## src/rtl/sysctl_trap_pkg.sv

```systemverilog
package sysctl_trap_pkg;
  localparam int XLEN     = 32;
  localparam int N_HW     = 5;
  localparam int CODE_W   = 4;
  localparam int MASK_W   = 8;
  localparam int DEPTH    = 3;
  localparam int CODE_LO  = 2;
  localparam int PEND_LO  = 10;
  localparam int MASK_LO  = 8;
  localparam logic [XLEN-1:0] HANDLER = 32'h8000_0080;

  typedef enum logic [1:0] {
    SEL_EPC    = 2'd0,
    SEL_CAUSE  = 2'd1,
    SEL_STATUS = 2'd2,
    SEL_NONE   = 2'd3
  } csr_sel_e;
endpackage

```

## src/rtl/trap_pend_latch.sv

```systemverilog
module trap_pend_latch #(
  parameter int N = 5
) (
  input  logic         clk,
  input  logic         rst,
  input  logic [N-1:0] req,
  input  logic [N-1:0] clr,
  output logic [N-1:0] pend
);
  for (genvar g = 0; g < N; g++) begin : g_bit
    logic bit_q;
    always_ff @(posedge clk) begin
      if (rst)         bit_q <= 1'b0;
      else if (req[g]) bit_q <= 1'b1;
      else if (clr[g]) bit_q <= 1'b0;
    end
    assign pend[g] = bit_q;

    AST_PEND_CAPTURE: assert property (@(posedge clk) disable iff (rst)
      req[g] |=> pend[g]);
    AST_PEND_STICKY: assert property (@(posedge clk) disable iff (rst)
      (pend[g] && !clr[g]) |=> pend[g]);
    AST_PEND_NO_SPURIOUS: assert property (@(posedge clk) disable iff (rst)
      (!pend[g] && !req[g]) |=> !pend[g]);
  end
endmodule

```

## src/rtl/trap_mode_stack.sv

```systemverilog
module trap_mode_stack #(
  parameter int DEPTH = 3
) (
  input  logic               clk,
  input  logic               rst,
  input  logic               push,
  input  logic               pop,
  input  logic               wr_en,
  input  logic [2*DEPTH-1:0] wr_data,
  output logic [2*DEPTH-1:0] stack_q
);
  localparam int SW = 2 * DEPTH;

  for (genvar g = 0; g < DEPTH; g++) begin : g_lvl
    logic [1:0] pair_q;
    logic [1:0] from_below;
    logic [1:0] from_above;

    if (g == 0) begin : g_bottom
      assign from_below = 2'b00;
    end else begin : g_mid
      assign from_below = stack_q[2*(g-1) +: 2];
    end

    if (g == DEPTH - 1) begin : g_top
      assign from_above = pair_q;
    end else begin : g_inner
      assign from_above = stack_q[2*(g+1) +: 2];
    end

    always_ff @(posedge clk) begin
      if (rst)        pair_q <= 2'b00;
      else if (push)  pair_q <= from_below;
      else if (pop)   pair_q <= from_above;
      else if (wr_en) pair_q <= wr_data[2*g +: 2];
    end
    assign stack_q[2*g +: 2] = pair_q;
  end

  AST_ENTRY_KERNEL: assert property (@(posedge clk) disable iff (rst)
    push |=> (stack_q[1:0] == 2'b00));
  AST_ENTRY_SHIFT: assert property (@(posedge clk) disable iff (rst)
    push |=> (stack_q[SW-1:2] == $past(stack_q[SW-3:0])));
  AST_RETURN_SHIFT: assert property (@(posedge clk) disable iff (rst)
    (pop && !push) |=> (stack_q[SW-3:0] == $past(stack_q[SW-1:2])));
endmodule

```

## src/rtl/trap_epc_code.sv

```systemverilog
module trap_epc_code #(
  parameter int XLEN   = 32,
  parameter int CODE_W = 4
) (
  input  logic              clk,
  input  logic              rst,
  input  logic              take,
  input  logic [CODE_W-1:0] code,
  input  logic [XLEN-1:0]   pc_inc,
  input  logic              epc_wr,
  input  logic [XLEN-1:0]   epc_wdata,
  output logic [XLEN-1:0]   epc_q,
  output logic [CODE_W-1:0] code_q
);
  localparam logic [XLEN-1:0] INSN_BYTES = XLEN'(4);

  always_ff @(posedge clk) begin
    if (rst) begin
      epc_q  <= '0;
      code_q <= '0;
    end else if (take) begin
      epc_q  <= pc_inc - INSN_BYTES;
      code_q <= code;
    end else if (epc_wr) begin
      epc_q  <= epc_wdata;
    end
  end

  AST_EPC_REWIND: assert property (@(posedge clk) disable iff (rst)
    take |=> (epc_q == $past(pc_inc) - INSN_BYTES));
  AST_CODE_LATCH: assert property (@(posedge clk) disable iff (rst)
    take |=> (code_q == $past(code)));
  AST_CODE_HOLD: assert property (@(posedge clk) disable iff (rst)
    !take |=> $stable(code_q));
endmodule

```

## src/rtl/sysctl_trap_regs.sv

```systemverilog
module sysctl_trap_regs
  import sysctl_trap_pkg::*;
(
  input  logic            clk,
  input  logic            rst,
  input  logic            trap_take,
  input  logic [3:0]      trap_code,
  input  logic [31:0]     trap_pc_inc,
  input  logic [4:0]      hw_irq,
  input  logic            trap_return,
  input  logic            csr_wr_en,
  input  logic [1:0]      csr_addr,
  input  logic [31:0]     csr_wr_data,
  output logic [31:0]     csr_rd_data,
  output logic [31:0]     epc_q,
  output logic [31:0]     cause_q,
  output logic [31:0]     status_q,
  output logic            irq_req,
  output logic [31:0]     handler_addr
);
  localparam int SW       = 2 * DEPTH;
  localparam int MASK_OFF = PEND_LO - MASK_LO;

  csr_sel_e sel;
  assign sel = csr_sel_e'(csr_addr);

  logic              wr_epc, wr_cause, wr_status;
  logic [N_HW-1:0]   pend_clr, pend;
  logic [CODE_W-1:0] code_q;
  logic [SW-1:0]     stack_q;
  logic [MASK_W-1:0] mask_q;

  assign wr_epc    = csr_wr_en && (sel == SEL_EPC);
  assign wr_cause  = csr_wr_en && (sel == SEL_CAUSE);
  assign wr_status = csr_wr_en && (sel == SEL_STATUS) && !trap_take && !trap_return;
  assign pend_clr  = wr_cause ? csr_wr_data[PEND_LO +: N_HW] : '0;

  trap_epc_code #(.XLEN(XLEN), .CODE_W(CODE_W)) u_epc (
    .clk(clk), .rst(rst), .take(trap_take), .code(trap_code),
    .pc_inc(trap_pc_inc), .epc_wr(wr_epc), .epc_wdata(csr_wr_data),
    .epc_q(epc_q), .code_q(code_q)
  );

  trap_pend_latch #(.N(N_HW)) u_pend (
    .clk(clk), .rst(rst), .req(hw_irq), .clr(pend_clr), .pend(pend)
  );

  trap_mode_stack #(.DEPTH(DEPTH)) u_stack (
    .clk(clk), .rst(rst), .push(trap_take), .pop(trap_return),
    .wr_en(wr_status), .wr_data(csr_wr_data[SW-1:0]), .stack_q(stack_q)
  );

  always_ff @(posedge clk) begin
    if (rst)            mask_q <= '0;
    else if (wr_status) mask_q <= csr_wr_data[MASK_LO +: MASK_W];
  end

  always_comb begin
    cause_q = '0;
    cause_q[CODE_LO +: CODE_W] = code_q;
    cause_q[PEND_LO +: N_HW]   = pend;
    status_q = '0;
    status_q[MASK_LO +: MASK_W] = mask_q;
    status_q[SW-1:0]            = stack_q;
  end

  assign irq_req      = (|(pend & mask_q[MASK_OFF +: N_HW])) & stack_q[1'b0];
  assign handler_addr = HANDLER;

  always_comb begin
    unique case (sel)
      SEL_EPC:    csr_rd_data = epc_q;
      SEL_CAUSE:  csr_rd_data = cause_q;
      SEL_STATUS: csr_rd_data = status_q;
      default:    csr_rd_data = '0;
    endcase
  end

  AST_RESET_CLEAR: assert property (@(posedge clk)
    rst |=> (epc_q == '0 && cause_q == '0 && status_q == '0));
  AST_IRQ_GATED: assert property (@(posedge clk) disable iff (rst)
    !status_q[0] |-> !irq_req);
  AST_IRQ_NEEDS_PEND: assert property (@(posedge clk) disable iff (rst)
    irq_req |-> (cause_q[PEND_LO +: N_HW] != '0));
  AST_MASK_FROZEN_ON_TRAP: assert property (@(posedge clk) disable iff (rst)
    (trap_take || trap_return) |=> $stable(status_q[MASK_LO +: MASK_W]));
endmodule

```

## config.mk

```make
export PLATFORM = sky130hd
export DESIGN_NAME = sysctl_trap_regs
export DESIGN_NICKNAME = d
export VERILOG_FILES = /design/src/rtl/sysctl_trap_pkg.sv /design/src/rtl/trap_pend_latch.sv /design/src/rtl/trap_mode_stack.sv /design/src/rtl/trap_epc_code.sv /design/src/rtl/sysctl_trap_regs.sv
export SDC_FILE = /design/constraint.sdc
export NUM_CORES = 1
export LEC_CHECK = 0
export BUFFER_PORTS_ARGS = -buffer_cell sky130_fd_sc_hd__buf_4
export CORE_ASPECT_RATIO = 0.5
export CORE_MARGIN = 2
export CORE_UTILIZATION = 48
export DETAILED_ROUTE_END_ITERATION = 8
export PLACE_DENSITY = 0.95
export SLEW_MARGIN = 25
export SYNTH_ARGS = -nofsm -noshare
export SYNTH_HDL_FRONTEND = slang
export SYNTH_SLANG_ARGS = --single-unit
```

## constraint.sdc

```tcl
create_clock -name clk -period 2.9 [get_ports clk]
set_input_delay 0.145 -clock clk [delete_from_list [all_inputs] [get_ports clk]]
set_output_delay 0.145 -clock clk [all_outputs]
set_load 0.01 [all_outputs]
```

After elaboration in Yosys (flattened, before gate mapping) --
Cells that the tools add are included.
Operators by class: magnitude comparators 0, shifts and indexed selects 0, reduce and logical (&&, ||, !) cells 20, divide/modulo/power cells 0, muxes and demuxes 22, $add $sub $neg 1, multipliers 0, eq/ne operators 3, bitwise gates (word level) 2
Operators with widths (number):
- $pmux 32 s3 | 1
- $mux 32 | 2
- $sub 32x3->32 const B | 1
- $mux 2 | 8
- $reduce_bool 2->1 | 8
- $mux 1 | 10
- $and 5x5->5 | 1
- $logic_and 1x1->1 | 5
- $mux 5 | 1
- $reduce_or 5->1 | 1
- $reduce_bool 3->1 | 1
- $eq 2x1->1 const B | 1
- $eq 2x2->1 const B | 1
- $logic_not 1->1 | 2
- $logic_not 2->1 | 1
- $ne 2x2->1 const B | 1
- $reduce_and 2->1 | 1
- $reduce_or 2->1 | 1
- $and 1x1->1 | 1
Storage, ports and cells: register bits after elaboration 55, bits in writable memories 0, memories kept 0, logic and storage cells 59, bits in latches 0, input port bits 80, ROM bits 0

Logic depth before layout (Yosys ltp) --
word-level depth 7, mapped depth 8, gate-level depth less buffers 7

Cells and area by module --
A second synthesis with hierarchy kept.
Unflattened totals: cells, all modules 492, area, all modules 4081.4 um^2
Modules (own cells, without submodules):
- trap_epc_code | sequential area each 720.7 um^2, cells an instance 251, instances 1, area an instance 2149.6 um^2
- sysctl_trap_regs | sequential area each 160.2 um^2, cells an instance 182, instances 1, area an instance 1398.8 um^2
- trap_mode_stack | sequential area each 120.1 um^2, cells an instance 34, instances 1, area an instance 320.3 um^2
- trap_pend_latch | sequential area each 100.1 um^2, cells an instance 25, instances 1, area an instance 212.7 um^2

Least setup slack after synthesis --
Ideal clock, no wire load.
path kind in2reg, start input csr_addr[0], end register u_stack.g_lvl[2].pair_q[1], required time 2.767 ns, arrival time 1.580 ns, cell stages on the path 8, path buffers 3, slack 1.187 ns, cell sequence buf_2 nor4bb_1 clkbuf_1 nor2b_1 buf_4 mux2_2 nand2_1 a21oi_1
Between the ends: longest elaborated chain between the ends 6
RTL lines:
- from (decl) | line sysctl_trap_regs.sv:12 | input logic [1:0] csr_addr,
- $eq 2x2->1 | line sysctl_trap_regs.sv:35 | assign wr_status = csr_wr_en && (sel == SEL_STATUS) && !trap_take && !trap_return;
- $logic_and 1x1->1 (3 in series) | line sysctl_trap_regs.sv:35
- $reduce_bool 2->1 (no line)
- $reduce_and 2->1 (no line)
- to (signal assigned) | line trap_mode_stack.sv:33 | else if (push) pair_q <= from_below;
- to (signal assigned) | line trap_mode_stack.sv:34 | else if (pop) pair_q <= from_above;
- to (signal assigned) | line trap_mode_stack.sv:35 | else if (wr_en) pair_q <= wr_data[2*g +: 2];
- to (decl) | line trap_mode_stack.sv:15 | logic [1:0] pair_q;
No other way between the ends. A chain may end at the register's enable or synchronous reset.

Worst setup path after layout --
start input trap_pc_inc[2], end register u_epc.epc_q[18]
Between the ends: longest elaborated chain between the ends 2
RTL lines:
- from (decl) | line sysctl_trap_regs.sv:8 | input logic [31:0] trap_pc_inc,
- $sub 32x3->32 | line trap_epc_code.sv:22 | epc_q <= pc_inc - INSN_BYTES;
- $mux 32 | line trap_epc_code.sv:21 | end else if (take) begin
- to (signal assigned) | line trap_epc_code.sv:22
- to (signal assigned) | line trap_epc_code.sv:25 | epc_q <= epc_wdata;
- to (decl) | line trap_epc_code.sv:12 | output logic [XLEN-1:0] epc_q,
No other way between the ends.

==> flow_summary_export.csv <==
group,metric,value,unit
run_status,run_status,"finished clean",
min_path,holdCritPathClass,"in -> reg",
die,overall_die_height,68.6,microns
yosys,ys_types,44,
yosys,syn_avg_cell_area,8.49,sq um
finish,area_delta_synth_final,28.6,%
finish,drive_above_1_share,0.331,
yosys,yosysTopAreaCellShare,0.275,
finish,mostFrequentLayoutCell,"sky130_fd_sc_hd__buf_4",
worst_setup_path,reg2reg_setup_slack,1.88,ns
timing,slew_viol_final,0,
worst_setup_path,worstReg2RegEnd,"u_stack.g_lvl[0].from_above[1]",
placed_design,dp_slack,0.845,ns
worst_setup_path,setup_crit_end_kind,"flop",
finish,antenna_cells_inserted,0,
timing,finalSetupViolations,0,
power_and_ir_drop,clkPwrFrac,0.324,
die,die-width,133,microns
clock_network,cts.sink_count,55,
worst_setup_path,arrival_time_at_the_worst_endpoint,2.01,ns
global_route,grt_util_all_layers,0.241,
placed_design,io_buffers,167,
clock_network,clock_tree.htree_level_count,2,
finish,num-nets-final,694,
clock_network,number_of_buffers_added_for_setup_after_cts,0,
power_and_ir_drop,share_of_total_power_in_combinational_logic,0.251,
worst_setup_path,rr_startpoint,"u_stack.g_lvl[0].from_above[1]",
clock_network,cts_made_buffers,5,
timing,timing.final.hold_violations,0,
global_route,grt_max_degree,65,
die,coreArea,8060,sq um
power_and_ir_drop,internal_power,0.00140,W
yosys,postSynthCellCount,471,
worst_setup_path,path_type_of_the_worst_setup_path,"in -> reg",
timing,tightest_slew,0.870,ns
die,rows,23,
clock_network,cts.clk_slew.worst_paths,0.07,ns
finish,final.fill_count,623,
timing,max_freq,552,MHz
power_and_ir_drop,swShare,0.290,
worst_setup_path,crit_required,3.10,ns
placed_design,routabilityCongestion,0.901,
yosys,synth_edf_count,0,
drt,drt-initial-drc-count,217,
power_and_ir_drop,seqPwrFrac,0.425,
min_path,hp-start,"hw_irq[1]",
drt,final_routed_drc_violation_total,0,
power_and_ir_drop,power.ir.vdd_worst,0.307,mV
flow_run,maxCapViolations,0,
global_route,first_global_vias,3576,
yosys,post-synth-top-area-cell,"sky130_fd_sc_hd__dfxtp_1",
global_route,grt_antenna_before_repair,0,
timing,worst_slew_margin_rel,0.419,
clock_network,worstSkewPairLatency,0.29,ns
clock_network,cts_hold_buffers,0,
timing,rsz0062_at_grt,"false",
clock_network,post_cts.resized_instances,0,
min_path,hold_path_depth,3,
timing,whs,0.0644,ns
timing,share_of_the_clock_period_used_by_the_worst_path,0.625,
clock_network,clock_path_buffers,2,
clock_network,clock_tree.root_cell,"sky130_fd_sc_hd__clkbuf_16",
drt,drt-vias-per-instance,5.27,
timing,finalWorstPathRequiredPeriod,1.81,ns
drt,final_routed_wirelength,11900,microns
timing,fin_ws,1.09,ns
yosys,yosysSeqAreaShare,0.275,
placed_design,dpl.hpwl,8770,microns
worst_setup_path,worstSetupStartpointType,"input pin",
yosys,share_of_flip_flops_with_an_asynchronous_set_or_reset_after_synthesis,0,
global_route,grt_pass1_wl,17500,microns
timing,clock-skew-final,0.00559,ns
yosys,ys_dominant_reg_cell,"sky130_fd_sc_hd__dfxtp_1",
yosys,synthesis.yosys.warnings,0,
min_path,hold_end,"u_pend.g_bit[1].bit_q",
worst_setup_path,timing.critical_path.fanout_max,8,
power_and_ir_drop,power.net_switching,0.000571,W
yosys,synth.ff_latch_count,55,
timing,totalNegativeSetupSlack,0,ns
drt,routedWlPerCell,16.3,microns
worst_setup_path,worst_r2r_path_depth,3,
yosys,synthesis.area,4000,sq um
finish,final_cell_mix,"sky130_fd_sc_hd__buf_4 (173), sky130_fd_sc_hd__conb_1 (73), sky130_fd_sc_hd__dfxtp_1 (55)",
drt,vias,3824,
drt,drtAntennaViolNets,0,
die,io_pins,241,
power_and_ir_drop,p_leak,2.30,nW
global_route,grt_overflow_total,0,
die,start_util,0.496,
yosys,ys_top_cells_by_area,"sky130_fd_sc_hd__dfxtp_1 (28%), sky130_fd_sc_hd__buf_4 (15%), sky130_fd_sc_hd__a211oi_1 (9.6%), sky130_fd_sc_hd__mux2i_1 (9.5%), sky130_fd_sc_hd__xnor2_1 (4.6%)",
die,die_area,9120,sq um
power_and_ir_drop,power_per_unit_of_standard_cell_area,382,nW/um^2
drt,drtPass1Iterations,4,
clock_network,cts_tree,"done",
==> Yosys cell counts, types with 3 or more instances <==
| cell | number |
|---|---|
| sky130_fd_sc_hd__buf_1 | 3 |
| sky130_fd_sc_hd__a21oi_1 | 13 |
| sky130_fd_sc_hd__mux2_2 | 4 |
| sky130_fd_sc_hd__buf_2 | 4 |
| sky130_fd_sc_hd__a211oi_1 | 51 |
| sky130_fd_sc_hd__xnor2_1 | 21 |
| sky130_fd_sc_hd__nor4_4 | 5 |
| sky130_fd_sc_hd__nor4_1 | 3 |
| sky130_fd_sc_hd__buf_4 | 80 |
| sky130_fd_sc_hd__nor4_2 | 4 |
| sky130_fd_sc_hd__nand2_1 | 26 |
| sky130_fd_sc_hd__and2_1 | 18 |
| sky130_fd_sc_hd__nand3_1 | 3 |
| sky130_fd_sc_hd__o21ai_0 | 9 |
| sky130_fd_sc_hd__nor3_1 | 11 |
| sky130_fd_sc_hd__clkbuf_1 | 21 |
| sky130_fd_sc_hd__dfxtp_1 | 55 |
| sky130_fd_sc_hd__mux2i_1 | 38 |
| sky130_fd_sc_hd__nor2b_1 | 27 |
| sky130_fd_sc_hd__nor2_1 | 39 |
| sky130_fd_sc_hd__xor2_1 | 5 |
==> worst max-delay path, cell delays in order <==
cell and delay (ns):
sky130_fd_sc_hd__buf_4 0.13, sky130_fd_sc_hd__inv_1 0.05, sky130_fd_sc_hd__ha_1 0.19, sky130_fd_sc_hd__nor3b_2 0.47, sky130_fd_sc_hd__nand4_4 0.31, sky130_fd_sc_hd__nor3_1 0.33, sky130_fd_sc_hd__xnor2_1 0.13, sky130_fd_sc_hd__a211oi_1 0.26
==> metrics by stage <==
stage	area [sq um]	utilization	std cells	total power, W
after CTS	5140	0.639	726	0.00197
final	5140	0.639	726	0.00197
after global placement	4990	0.619	718	0.00132
after global routing	5140	0.639	726	0.00205
after detailed placement	4990	0.619	718	0.00134
after floorplan	4270	-	542	0.00118
==> power by group through the flow <==
stage,registers [W],clock network [W],logic (W)
floorplan,0.000860,0,0.000317
global placement,0.000850,0,0.000472
detailed placement,0.000851,0,0.000487
CTS,0.000835,0.000642,0.000491
global route,0.000840,0.000676,0.000534
finish,0.000836,0.000638,0.000495
==> cell type report <==
cell class                      count  area, sq um  share of cell area
Clock buffer                        8          156              0.0304
Inverter                            3         11.3             0.00219
Multi-Input combinational cell    375         2440               0.474
Sequential cell                    55         1100               0.214
Tap cell                          112          140              0.0272
Timing Repair Buffer              173         1300               0.252
==> state kept, by name, indices dropped and copies added (netlist names) <==
name,flops
u_pend.g_bit.bit_q,5
mask_q,8
u_stack.g_lvl.pair_q,2
u_epc.epc_q,32
u_epc.code_q,4
u_stack.g_lvl.from_above,4
==> worst max-delay path by stage <==
| stage | start | endpoint | slack, ns | cells after the start |
|---|---|---|---|---|
| final | trap_pc_inc[2] | u_epc.epc_q[18] | 1.09 | 8 |
| after global routing | trap_pc_inc[8] | u_epc.epc_q[31] | 0.99 | 6 |
| after CTS | trap_pc_inc[2] | u_epc.epc_q[18] | 1.12 | 8 |
| after detailed placement | trap_pc_inc[2] | u_epc.epc_q[28] | 0.84 | 8 |
| after global placement | trap_pc_inc[18] | u_epc.epc_q[28] | 0.93 | 6 |
| after floorplan | csr_addr[0] | u_stack.g_lvl[1].from_above[1] | 1.19 | 8 |
==> cell families (layout without fill, tap and decap cells) <==
family,count (synthesis),in the layout,synth area share
simple gates,151,151,0.230
buf+inv,112,184,0.183
compound gates,82,82,0.143
flops,55,55,0.275
mux,42,42,0.106
xor+xnor,26,26,0.0569
other cells,2,73,0.00188
fa+ha+maj,1,1,0.00313
==> routing by layer <==
metal	GRT usage	wire length (microns)
met1	0.277	4580
met4	0.0997	362
met3	0.0402	791
met5	0	0
met2	0.466	6130
Power figures use the tool's default switching activity.
